File: config.mk
export PLATFORM = sky130hd
export DESIGN_NAME = irda_codec
export DESIGN_NICKNAME = d
export VERILOG_FILES = /design/src/rtl/irda_pkg.sv /design/src/rtl/irda_sync.sv /design/src/rtl/irda_encoder.sv /design/src/rtl/irda_decoder.sv /design/src/rtl/irda_codec.sv
export SDC_FILE = /design/constraint.sdc
export NUM_CORES = 1
export LEC_CHECK = 0
export BUFFER_PORTS_ARGS = -buffer_cell sky130_fd_sc_hd__clkbuf_2
export CAP_MARGIN = 10
export CORE_MARGIN = 8
export CORE_UTILIZATION = 51
export DETAILED_ROUTE_END_ITERATION = 7
export PLACE_DENSITY_LB_ADDON = 0.1
export SETUP_SLACK_MARGIN = 0.5
export SLEW_MARGIN = 20
export SYNTH_ARGS = -nofsm -noshare
export SYNTH_HDL_FRONTEND = slang
export SYNTH_SLANG_ARGS = --single-unit
File: constraint.sdc
create_clock -name clk -period 2.1 [get_ports clk]
set_clock_uncertainty 0.05 [all_clocks]
set_input_delay 0.315 -clock clk [delete_from_list [all_inputs] [get_ports clk]]
set_output_delay 0.315 -clock clk [all_outputs]
set_load 0.01 [all_outputs]
File: src/rtl/irda_pkg.sv
// Shared definitions for the infrared pulse codec.
// Assumes the fixed-width code is narrow enough that 2^(2^CODE_W) fits a counter.
package irda_pkg;
    localparam int CODE_W = 3;
    localparam int FIX_W  = 1 << CODE_W;   // counter bits for the longest fixed pulse

    typedef enum logic {
        MODE_FRAC  = 1'b0,                 // width counted in oversample ticks
        MODE_FIXED = 1'b1                  // width counted in clock cycles
    } pulse_mode_e;

    // Last count value of a fixed pulse: 2^(code+1) - 1
    function automatic logic [FIX_W-1:0] fixed_limit(input logic [CODE_W-1:0] code);
        logic [FIX_W:0] full;
        full = (FIX_W+1)'(2) << code;
        return FIX_W'(full - (FIX_W+1)'(1));
    endfunction
endpackage

File: src/rtl/irda_sync.sv
// Multi-flop synchroniser for one asynchronous bit.
// Assumes STAGES >= 2; resets to zero (the idle level after polarity correction).
module irda_sync #(
    parameter int STAGES = 2
) (
    input  logic clk,
    input  logic rst_n,
    input  logic d,
    output logic q
);
    logic [STAGES-1:0] chain;

    // Shift the input through the flop chain
    always_ff @(posedge clk) begin
        if (!rst_n) chain <= '0;
        else        chain <= {chain[STAGES-2:0], d};
    end

    assign q = chain[STAGES-1];
endmodule

File: src/rtl/irda_encoder.sv
// Transmit side: turns each zero bit into one high pulse.
// Assumes tick16 strobes TICKS_PER_BIT times per bit and bit_in changes only at bit boundaries.
module irda_encoder
    import irda_pkg::*;
#(
    parameter int TICKS_PER_BIT = 16,
    parameter int PULSE_TICKS   = 3
) (
    input  logic              clk,
    input  logic              rst_n,
    input  logic              en,
    input  pulse_mode_e       mode,
    input  logic [CODE_W-1:0] code,
    input  logic              tick16,
    input  logic              bit_in,
    output logic              pulse_out
);
    localparam int PH_W = $clog2(TICKS_PER_BIT);
    localparam int PT_W = $clog2(PULSE_TICKS + 1);

    logic              prev_bit;
    logic              fall;
    logic [PH_W-1:0]   phase;
    logic              bit_start;
    logic              pulse_q;
    logic [PT_W-1:0]   tick_cnt;
    logic [FIX_W-1:0]  clk_cnt;
    logic [FIX_W-1:0]  lim;

    assign fall      = prev_bit & ~bit_in;
    assign bit_start = en & (fall | (tick16 & (phase == PH_W'(TICKS_PER_BIT - 1)) & ~bit_in));
    assign lim       = fixed_limit(code);

    // Remember the previous stream level for edge detection
    always_ff @(posedge clk) begin
        if (!rst_n) prev_bit <= 1'b1;
        else        prev_bit <= bit_in;
    end

    // Track the tick position inside the current bit, resynchronised on falling edges
    always_ff @(posedge clk) begin
        if (!rst_n || !en) phase <= '0;
        else if (fall)     phase <= '0;
        else if (tick16)   phase <= phase + PH_W'(1);
    end

    // Pulse generator: start on a bit start, stop after the selected width
    always_ff @(posedge clk) begin
        if (!rst_n || !en) begin
            pulse_q  <= 1'b0;
            tick_cnt <= '0;
            clk_cnt  <= '0;
        end else if (bit_start) begin
            pulse_q  <= 1'b1;
            tick_cnt <= '0;
            clk_cnt  <= '0;
        end else if (pulse_q) begin
            if (mode == MODE_FRAC) begin
                if (tick16) begin
                    if (tick_cnt == PT_W'(PULSE_TICKS - 1)) pulse_q  <= 1'b0;
                    else                                    tick_cnt <= tick_cnt + PT_W'(1);
                end
            end else begin
                if (clk_cnt == lim) pulse_q <= 1'b0;
                else                clk_cnt <= clk_cnt + FIX_W'(1);
            end
        end
    end

    assign pulse_out = pulse_q;

    // A pulse only ever begins from a detected bit start
    assert_pulse_from_start_R5: assert property (@(posedge clk) disable iff (!rst_n)
        $rose(pulse_q) |-> $past(bit_start));

    // A three-tick pulse ends only on a tick edge
    assert_frac_end_on_tick_R3: assert property (@(posedge clk) disable iff (!rst_n)
        ($fell(pulse_q) && $past(en) && $past(mode == MODE_FRAC)) |-> $past(tick16));

    // A fixed pulse never counts past its limit
    assert_no_overrun_R4: assert property (@(posedge clk) disable iff (!rst_n)
        (pulse_q && mode == MODE_FIXED) |-> (clk_cnt <= lim));
endmodule

File: src/rtl/irda_decoder.sv
// Receive side: stretches each received pulse into one full low bit.
// Assumes tick16 strobes TICKS_PER_BIT times per bit; the input is asynchronous.
module irda_decoder #(
    parameter int TICKS_PER_BIT = 16,
    parameter int SYNC_STAGES   = 2
) (
    input  logic clk,
    input  logic rst_n,
    input  logic en,
    input  logic invert,
    input  logic tick16,
    input  logic ir_in,
    output logic bit_out
);
    localparam int TC_W = $clog2(TICKS_PER_BIT);

    logic            rx_in;
    logic            rx_sync;
    logic            rx_prev;
    logic            rise;
    logic            busy;
    logic [TC_W-1:0] tcnt;

    assign rx_in = ir_in ^ invert;

    irda_sync #(.STAGES(SYNC_STAGES)) u_sync (
        .clk   (clk),
        .rst_n (rst_n),
        .d     (rx_in),
        .q     (rx_sync)
    );

    assign rise = rx_sync & ~rx_prev;

    // Delay the synchronised level by one cycle for edge detection
    always_ff @(posedge clk) begin
        if (!rst_n) rx_prev <= 1'b0;
        else        rx_prev <= rx_sync;
    end

    // Hold the output low for one bit time, restarting on each new pulse
    always_ff @(posedge clk) begin
        if (!rst_n || !en) begin
            busy <= 1'b0;
            tcnt <= '0;
        end else if (rise) begin
            busy <= 1'b1;
            tcnt <= '0;
        end else if (busy && tick16) begin
            if (tcnt == TC_W'(TICKS_PER_BIT - 1)) busy <= 1'b0;
            else                                  tcnt <= tcnt + TC_W'(1);
        end
    end

    assign bit_out = ~busy;

    // The stretch starts only from a synchronised rising edge
    assert_stretch_from_edge_R6: assert property (@(posedge clk) disable iff (!rst_n)
        $rose(busy) |-> $past(rise));

    // The stretch releases only on a tick edge
    assert_release_on_tick_R6: assert property (@(posedge clk) disable iff (!rst_n)
        ($fell(busy) && $past(en)) |-> $past(tick16));
endmodule

File: src/rtl/irda_codec.sv
// Infrared pulse codec top: encoder and decoder, bypassed when disabled.
// Assumes tick16 is a single-cycle strobe at sixteen times the bit rate.
module irda_codec
    import irda_pkg::*;
#(
    parameter int TICKS_PER_BIT = 16,
    parameter int PULSE_TICKS   = 3,
    parameter int SYNC_STAGES   = 2
) (
    input  logic              clk,
    input  logic              rst_n,
    input  logic              enable,
    input  logic              rx_invert,
    input  logic              fixed_pulse,
    input  logic [CODE_W-1:0] pulse_code,
    input  logic              tick16,
    input  logic              uart_tx,
    output logic              ir_tx,
    input  logic              ir_rx,
    output logic              uart_rx
);
    pulse_mode_e mode;
    logic        enc_pulse;
    logic        dec_bit;

    assign mode = fixed_pulse ? MODE_FIXED : MODE_FRAC;

    irda_encoder #(.TICKS_PER_BIT(TICKS_PER_BIT), .PULSE_TICKS(PULSE_TICKS)) u_enc (
        .clk       (clk),
        .rst_n     (rst_n),
        .en        (enable),
        .mode      (mode),
        .code      (pulse_code),
        .tick16    (tick16),
        .bit_in    (uart_tx),
        .pulse_out (enc_pulse)
    );

    irda_decoder #(.TICKS_PER_BIT(TICKS_PER_BIT), .SYNC_STAGES(SYNC_STAGES)) u_dec (
        .clk     (clk),
        .rst_n   (rst_n),
        .en      (enable),
        .invert  (rx_invert),
        .tick16  (tick16),
        .ir_in   (ir_rx),
        .bit_out (dec_bit)
    );

    // Output selection: coded paths when enabled, straight wires otherwise
    assign ir_tx   = enable ? enc_pulse : uart_tx;
    assign uart_rx = enable ? dec_bit   : ir_rx;

    // A rising output pulse while coding is always preceded by a low stream bit
    assert_one_is_silent_R5: assert property (@(posedge clk) disable iff (!rst_n)
        (enable && $past(enable) && $rose(ir_tx)) |-> !$past(uart_tx));
endmodule

# Word-level counts from Yosys, hierarchy flattened
# Cells that the tools add are included.
dict set report totals {
  word_cells 58
  mem_bits_rw 0
  mem_count 0
  inputBits 11
  reg_bits 24
  output_inout_bits 2
  latchBits 0
  mem_bits_ro 0
}
dict set report classes {
  div 0
  n_mul 0
  n_addsub 5
  n_reduce_logical 13
  order_cmp 0
  shifts 1
  bitwise_logic 14
  muxes 12
  n_eq_ne 4
}
# operator n
set op_table {}
lappend op_table {{$mux W1} 12}
lappend op_table {{$add A4 B1 Y4 const B} 2}
lappend op_table {{$add A8 B1 Y8 const B} 1}
lappend op_table {{$eq A4 B4 Y1 const B} 2}
lappend op_table {{$eq A8 B8 Y1} 1}
lappend op_table {{$shl A2 B3 Y8 const A} 1}
lappend op_table {{$sub A8 B1 Y8 const B} 1}
lappend op_table {{$not A1 Y1} 7}
lappend op_table {{$reduce_or A2 Y1} 3}
lappend op_table {{$and A1 B1 Y1} 5}
lappend op_table {{$reduce_and A2 Y1} 2}
lappend op_table {{$reduce_and A4 Y1} 1}
lappend op_table {{$reduce_bool A2 Y1} 2}
lappend op_table {{$reduce_and A3 Y1} 1}
lappend op_table {{$add A2 B1 Y2 const B} 1}
lappend op_table {{$eq A2 B2 Y1 const B} 1}
lappend op_table {{$logic_not A1 Y1} 2}
lappend op_table {{$logic_and A1 B1 Y1} 1}
lappend op_table {{$logic_or A1 B1 Y1} 1}
lappend op_table {{$or A1 B1 Y1} 1}
lappend op_table {{$xor A1 B1 Y1} 1}

# Longest topological paths before layout
dict set report depth {
  ltp_word 7
  depth_mapped 7
  mapped_depth_nobuf 6
}

# Cells and area by module
# From an unflattened synthesis, not the netlist that was laid out.
dict set report unflattened {
  hier_cells 151
  hier_area_um2 1355.0
}
# module cells_each area_each_um2 instances seq_area_each_um2
set by_module_without_submodules {}
lappend by_module_without_submodules {irda_encoder 113 996.0 1 320.3}
lappend by_module_without_submodules {irda_decoder 32 284.0 1 120.1}
lappend by_module_without_submodules {irda_sync 4 52.6 1 40.0}
lappend by_module_without_submodules {irda_codec 2 22.5 1 0.0}

# Least setup slack after synthesis
# No wires, ideal clock.
dict set report synth_path {
  path_kind {input-to-reg}
  from {input port pulse_code[1]}
  to {register u_enc.clk_cnt[4]}
  setup_slack_ns -0.060
  required_ns 1.927
  path_buffers 1
  cell_stages 7
  arrival_ns 1.987
  setup_time_ns 0.123
  path_cell_list {buf_6 or3_1 or3_1 a32o_2 o21a_4 nand4_1 mux2_1}
}
dict set report synth_via {
  elab_chain_len 5
}
# element line
set synth_lines {}
lappend synth_lines {{start, declared} irda_codec.sv:15} ;# input logic [CODE_W-1:0] pulse_code,
lappend synth_lines {{$shl A2 B3 Y8} irda_pkg.sv:15} ;# full = (FIX_W+1)'(2) << code;
lappend synth_lines {{$sub A8 B1 Y8} irda_pkg.sv:16} ;# return FIX_W'(full - (FIX_W+1)'(1));
lappend synth_lines {{$eq A8 B8 Y1} irda_encoder.sv:64} ;# if (clk_cnt == lim) pulse_q <= 1'b0;
lappend synth_lines {{$not A1 Y1 (no line)} --}
lappend synth_lines {{$reduce_and A3 Y1 (no line)} --}
lappend synth_lines {{end signal, assigned} irda_encoder.sv:65} ;# else clk_cnt <= clk_cnt + FIX_W'(1);
lappend synth_lines {{end, declared} irda_encoder.sv:27} ;# logic [FIX_W-1:0] clk_cnt;
# No other way between the ends.
# A chain may end at the register's enable or synchronous reset.

# Worst setup path in the final report
dict set report layout_path {
  from {input port pulse_code[0]}
  to {register u_enc.clk_cnt[4]}
}
# The elaborated chain is that of the path after synthesis.

==> flow_summary.html <==
<table>
<tr><th>Metric</th><th>Value</th></tr>
<tr><th colspan="2">STA</th></tr>
<tr><td>Peak clock frequency supported by timing</td><td>0.554 GHz</td></tr>
<tr><td>Final setup violating endpoints</td><td>0</td></tr>
<tr><td>RSZ-0062 raised after global routing</td><td>yes</td></tr>
<tr><td>Min Clock Period, post-route</td><td>1.81 ns</td></tr>
<tr><td>Post-route clock period utilization</td><td>0.860</td></tr>
<tr><td>Actual slew at the worst max-slew pin</td><td>0.383 ns</td></tr>
<tr><td>Max-slew violations</td><td>0</td></tr>
<tr><td>Setup TNS</td><td>0 ns</td></tr>
<tr><td>Number of hold-slack violations in the final timing report</td><td>0</td></tr>
<tr><td>Worst slew slack as a fraction of its limit</td><td>0.744</td></tr>
<tr><th colspan="2">CTS</th></tr>
<tr><td>Clock net sink count</td><td>24</td></tr>
<tr><td>Clock transition at the register clock pins on the worst setup and hold paths after CTS</td><td>0.12 ns</td></tr>
<tr><td>Hold Buf Count CTS</td><td>0</td></tr>
<tr><td>Clock tree from TritonCTS</td><td>done</td></tr>
<tr><td>CTS Buf Count</td><td>3</td></tr>
<tr><td>Clock H-tree levels</td><td>1</td></tr>
<tr><td>Longest Clk Path Bufs</td><td>2</td></tr>
<tr><td>Clk Latency, worst-skew pair</td><td>0.31 ns</td></tr>
<tr><td>Root buffer cell</td><td>sky130_fd_sc_hd__clkbuf_4</td></tr>
<tr><th colspan="2">Worst setup path</th></tr>
<tr><td>FF-to-FF setup slack</td><td>0.33 ns</td></tr>
<tr><td>Start-to-end type of the worst setup path</td><td>input pin to register</td></tr>
<tr><td>Cell with the biggest individual delay on the critical path</td><td>sky130_fd_sc_hd__or3_4</td></tr>
<tr><td>Cell family with most CP delay</td><td>simple AND/OR/NAND/NOR gates</td></tr>
<tr><td>Count of buffering cells on the critical path with inverters included</td><td>1</td></tr>
<tr><td>Data arrival time of the critical path</td><td>1.97 ns</td></tr>
<tr><td>Data required time of the worst path</td><td>2.26 ns</td></tr>
<tr><td>Kind of launch point of the worst setup path</td><td>input pin</td></tr>
<tr><td>Worst-path cell chain</td><td>buf_6, or3_4, or3_1, a32o_2, o21a_4, nand4_1, mux2_4</td></tr>
<tr><td>CP endpoint kind</td><td>register</td></tr>
<tr><td>Largest driver fanout on the critical path</td><td>2</td></tr>
<tr><td>Max stage delay on crit path</td><td>0.38 ns</td></tr>
<tr><th colspan="2">GRT</th></tr>
<tr><td>Largest net degree at the start of global routing</td><td>14</td></tr>
<tr><td>Number of antenna violations at the first check in global routing</td><td>0</td></tr>
<tr><td>Vias in the first global route</td><td>between 1000 and 1500</td></tr>
<tr><td>First-pass GRT wire length</td><td>approximately 4500 um</td></tr>
<tr><td>Tot GR Track Use</td><td>0.128</td></tr>
<tr><td>Final global-route overflow total</td><td>0</td></tr>
<tr><th colspan="2">Logic synthesis</th></tr>
<tr><td>Syn Inst Count</td><td>136</td></tr>
<tr><td>Leading cell type by number of instances after synthesis</td><td>sky130_fd_sc_hd__dfxtp_1</td></tr>
<tr><td>Most used standard cells in the synthesized netlist</td><td>24 x sky130_fd_sc_hd__dfxtp_1, 20 x sky130_fd_sc_hd__nor2_1, 7 x sky130_fd_sc_hd__inv_1</td></tr>
<tr><td>Fraction of synthesis flops using an asynchronous set or reset pin</td><td>0</td></tr>
<tr><td>EDFF count, synth</td><td>0</td></tr>
<tr><td>Total standard cell area after synthesis</td><td>around 0.0012 mm2</td></tr>
<tr><td>Post-synth net total</td><td>approximately 150</td></tr>
<tr><td>Number of flip-flops and latches in the synthesized netlist</td><td>24</td></tr>
<tr><td>Yosys warning count</td><td>0</td></tr>
<tr><td>Area fraction of the dominant cell type after synthesis</td><td>0.394</td></tr>
<tr><td>Unique masters post-synth</td><td>37</td></tr>
<tr><td>Most used DFF post-synth</td><td>sky130_fd_sc_hd__dfxtp_1</td></tr>
<tr><td>Register area share after synthesis</td><td>0.394</td></tr>
<tr><td>Top post-synthesis cells by area</td><td>sky130_fd_sc_hd__dfxtp_1 39%, sky130_fd_sc_hd__nor2_1 6.2%, sky130_fd_sc_hd__xnor2_1 4.3%</td></tr>
<tr><td>Largest area contributor in the netlist</td><td>sky130_fd_sc_hd__dfxtp_1</td></tr>
<tr><td>Mean instance size in the synthesized netlist</td><td>8.96 um2</td></tr>
<tr><th colspan="2">Run</th></tr>
<tr><td>Number of maximum-capacitance violations</td><td>0</td></tr>
<tr><th colspan="2">Power and ir drop</th></tr>
<tr><td>Worst IR drop on VDD</td><td>between 400 and 500 uV</td></tr>
<tr><td>Total leakage power</td><td>0.000545 uW</td></tr>
<tr><td>Power consumption</td><td>792 uW</td></tr>
<tr><td>Power per Cell Area</td><td>537 mW/mm2</td></tr>
<tr><th colspan="2">Detailed routing</th></tr>
<tr><td>DRC violations left</td><td>0</td></tr>
<tr><td>Routed wire length</td><td>2620 um</td></tr>
<tr><td>Remaining antenna violation count after routing</td><td>0</td></tr>
<tr><td>Total via count after detailed routing</td><td>between 1000 and 1500</td></tr>
<tr><td>Number of search-and-repair iterations in the first detailed-routing pass</td><td>4</td></tr>
<tr><td>Routed wire length per instance</td><td>14.2 um</td></tr>
<tr><td>DRC marker count from the first detailed-route iteration</td><td>51</td></tr>
<tr><td>Via count normalized by instance count</td><td>between 5 and 6</td></tr>
<tr><th colspan="2">Placed design</th></tr>
<tr><td>Port bufs</td><td>12</td></tr>
<tr><td>Half-perimeter wire length of the detailed placement result</td><td>1870 um</td></tr>
<tr><td>Final estimated routing congestion in global placement</td><td>0.888</td></tr>
<tr><th colspan="2">Die</th></tr>
<tr><td>Die area</td><td>roughly 0.0042 mm2</td></tr>
<tr><td>I/O Pins</td><td>13</td></tr>
<tr><td>Vert. Die Dim</td><td>64.9 um</td></tr>
<tr><td>Die boundary width</td><td>between 60 and 70 um</td></tr>
<tr><td>Total number of placement rows</td><td>17</td></tr>
<tr><td>Initial Utilization</td><td>0.546</td></tr>
<tr><td>Total core area</td><td>0.00223 mm2</td></tr>
<tr><th colspan="2">Outcome</th></tr>
<tr><td>Result of the run</td><td>complete, no violations</td></tr>
<tr><th colspan="2">Worst hold path</th></tr>
<tr><td>Kind of path behind the tightest hold check</td><td>input pin to register</td></tr>
<tr><th colspan="2">Finish</th></tr>
<tr><td>Area growth from synthesis to layout</td><td>21.2%</td></tr>
<tr><td>Layout cell share with drive strength beyond 1</td><td>0.255</td></tr>
<tr><td>Net count, final</td><td>approximately 170</td></tr>
<tr><td>Count of inserted antenna diode cells</td><td>0</td></tr>
</table>
[layout by cell type (no fill, tap or decap), types with 2 or more instances in the layout]
cell type                    n
sky130_fd_sc_hd__dfxtp_1    22
sky130_fd_sc_hd__nor2_1     20
sky130_fd_sc_hd__clkbuf_2   11
sky130_fd_sc_hd__buf_4       8
sky130_fd_sc_hd__inv_1       7
sky130_fd_sc_hd__xor2_1      6
sky130_fd_sc_hd__nand2_1     5
sky130_fd_sc_hd__xnor2_1     5
sky130_fd_sc_hd__nand4_1     5
sky130_fd_sc_hd__mux2i_1     4
sky130_fd_sc_hd__and2_1      4
sky130_fd_sc_hd__a21oi_1     4
sky130_fd_sc_hd__ha_1        4
sky130_fd_sc_hd__nand3_1     3
sky130_fd_sc_hd__o21ai_1     3
sky130_fd_sc_hd__nand2b_1    3
sky130_fd_sc_hd__clkbuf_4    3
sky130_fd_sc_hd__o2111ai_2   2
sky130_fd_sc_hd__o2111ai_1   2
sky130_fd_sc_hd__or3_1       2
sky130_fd_sc_hd__a31oi_1     2
sky130_fd_sc_hd__and3_1      2
sky130_fd_sc_hd__o211ai_1    2
sky130_fd_sc_hd__nor3b_1     2
sky130_fd_sc_hd__a211oi_1    2
sky130_fd_sc_hd__dfxtp_2     2
[worst paths after layout]
path                                             from               endpoint  cells past startpoint
worst max-delay path                    pulse_code[0]       u_enc.clk_cnt[4]                      7
worst min-delay path                            rst_n         u_enc.prev_bit                      2
worst max register to register       u_enc.clk_cnt[1]       u_enc.clk_cnt[4]                      5
worst min register to register  u_dec.u_sync.chain[0]  u_dec.u_sync.chain[1]                      1
[per-layer routing]
layer / up-vias / part of all wire / track usage
met4: 0 / 0.020 / 0.0763
met1: 505 / 0.43 / 0.135
li1: 529 / - / -
met5: - / 0 / 0
met2: 19 / 0.52 / 0.229
met3: 7 / 0.035 / 0.0292
[logic make-up (layout without fill, tap and decap cells)]
kind of cell	count (synthesis)	in the layout	share of synthesized area
buffers and inverters	11	32	0.0411
muxes	6	6	0.0513
adders and majority gates	4	4	0.0411
DFF	24	24	0.394
AOI/OAI and AO/OA	27	27	0.167
xor gates and xnor gates	12	12	0.0862
and+or+nand+nor	52	52	0.219
[metrics by stage]
step / utilization / setup slack [ns] / hold WS, ns / std cells / instance area [um2]
floorplan: - / -0.0569 / 0.338 / 136 / 1220
global placement: 0.610 / -0.0359 / 0.371 / 180 / 1360
CTS: 0.653 / 0.301 / 0.156 / 185 / 1460
global route: 0.661 / 0.262 / 0.180 / 185 / 1480
finish: 0.661 / 0.295 / 0.165 / 185 / 1480
detailed placement: 0.610 / -0.0721 / 0.386 / 180 / 1360
[timing repair]
| action | CTS | global route |
|---|---|---|
| endpoints found under the hold margin | 0 | 0 |
| setup endpoints to repair | 11 | 9 |
| resized for setup | 11 | 5 |
| setup buffers | 1 | 0 |
| pin swaps | 9 | 4 |
[sequential cells by signal (all words and copies together), names as in the netlist]
signal / cells
u_enc.clk_cnt: 8
u_dec.tcnt: 4
u_enc.phase: 4
u_dec.u_sync.chain: 2
u_enc.tick_cnt: 2
u_dec.busy: 1
u_dec.rx_prev: 1
u_enc.prev_bit: 1
u_enc.pulse_out: 1
[cell type report]
| type | instances | area [um2] |
|---|---|---|
| clock buffers | 4 | 36.3 |
| multi-input cells | 101 | 749 |
| inverters | 7 | 26.3 |
| repair buffers | 21 | 146 |
| well taps | 28 | 35.0 |
| flip-flops and latches | 24 | 483 |
| fillers | 181 | 757 |
[power breakdown]
group / internal [uW] / leakage, uW / switching [uW]
clock: 106 / 0.0000210 / 136
sequential: 462 / 0.000195 / 4.28
combinational: 41.1 / 0.000329 / 43.2
(Power assumes the default switching activity.)
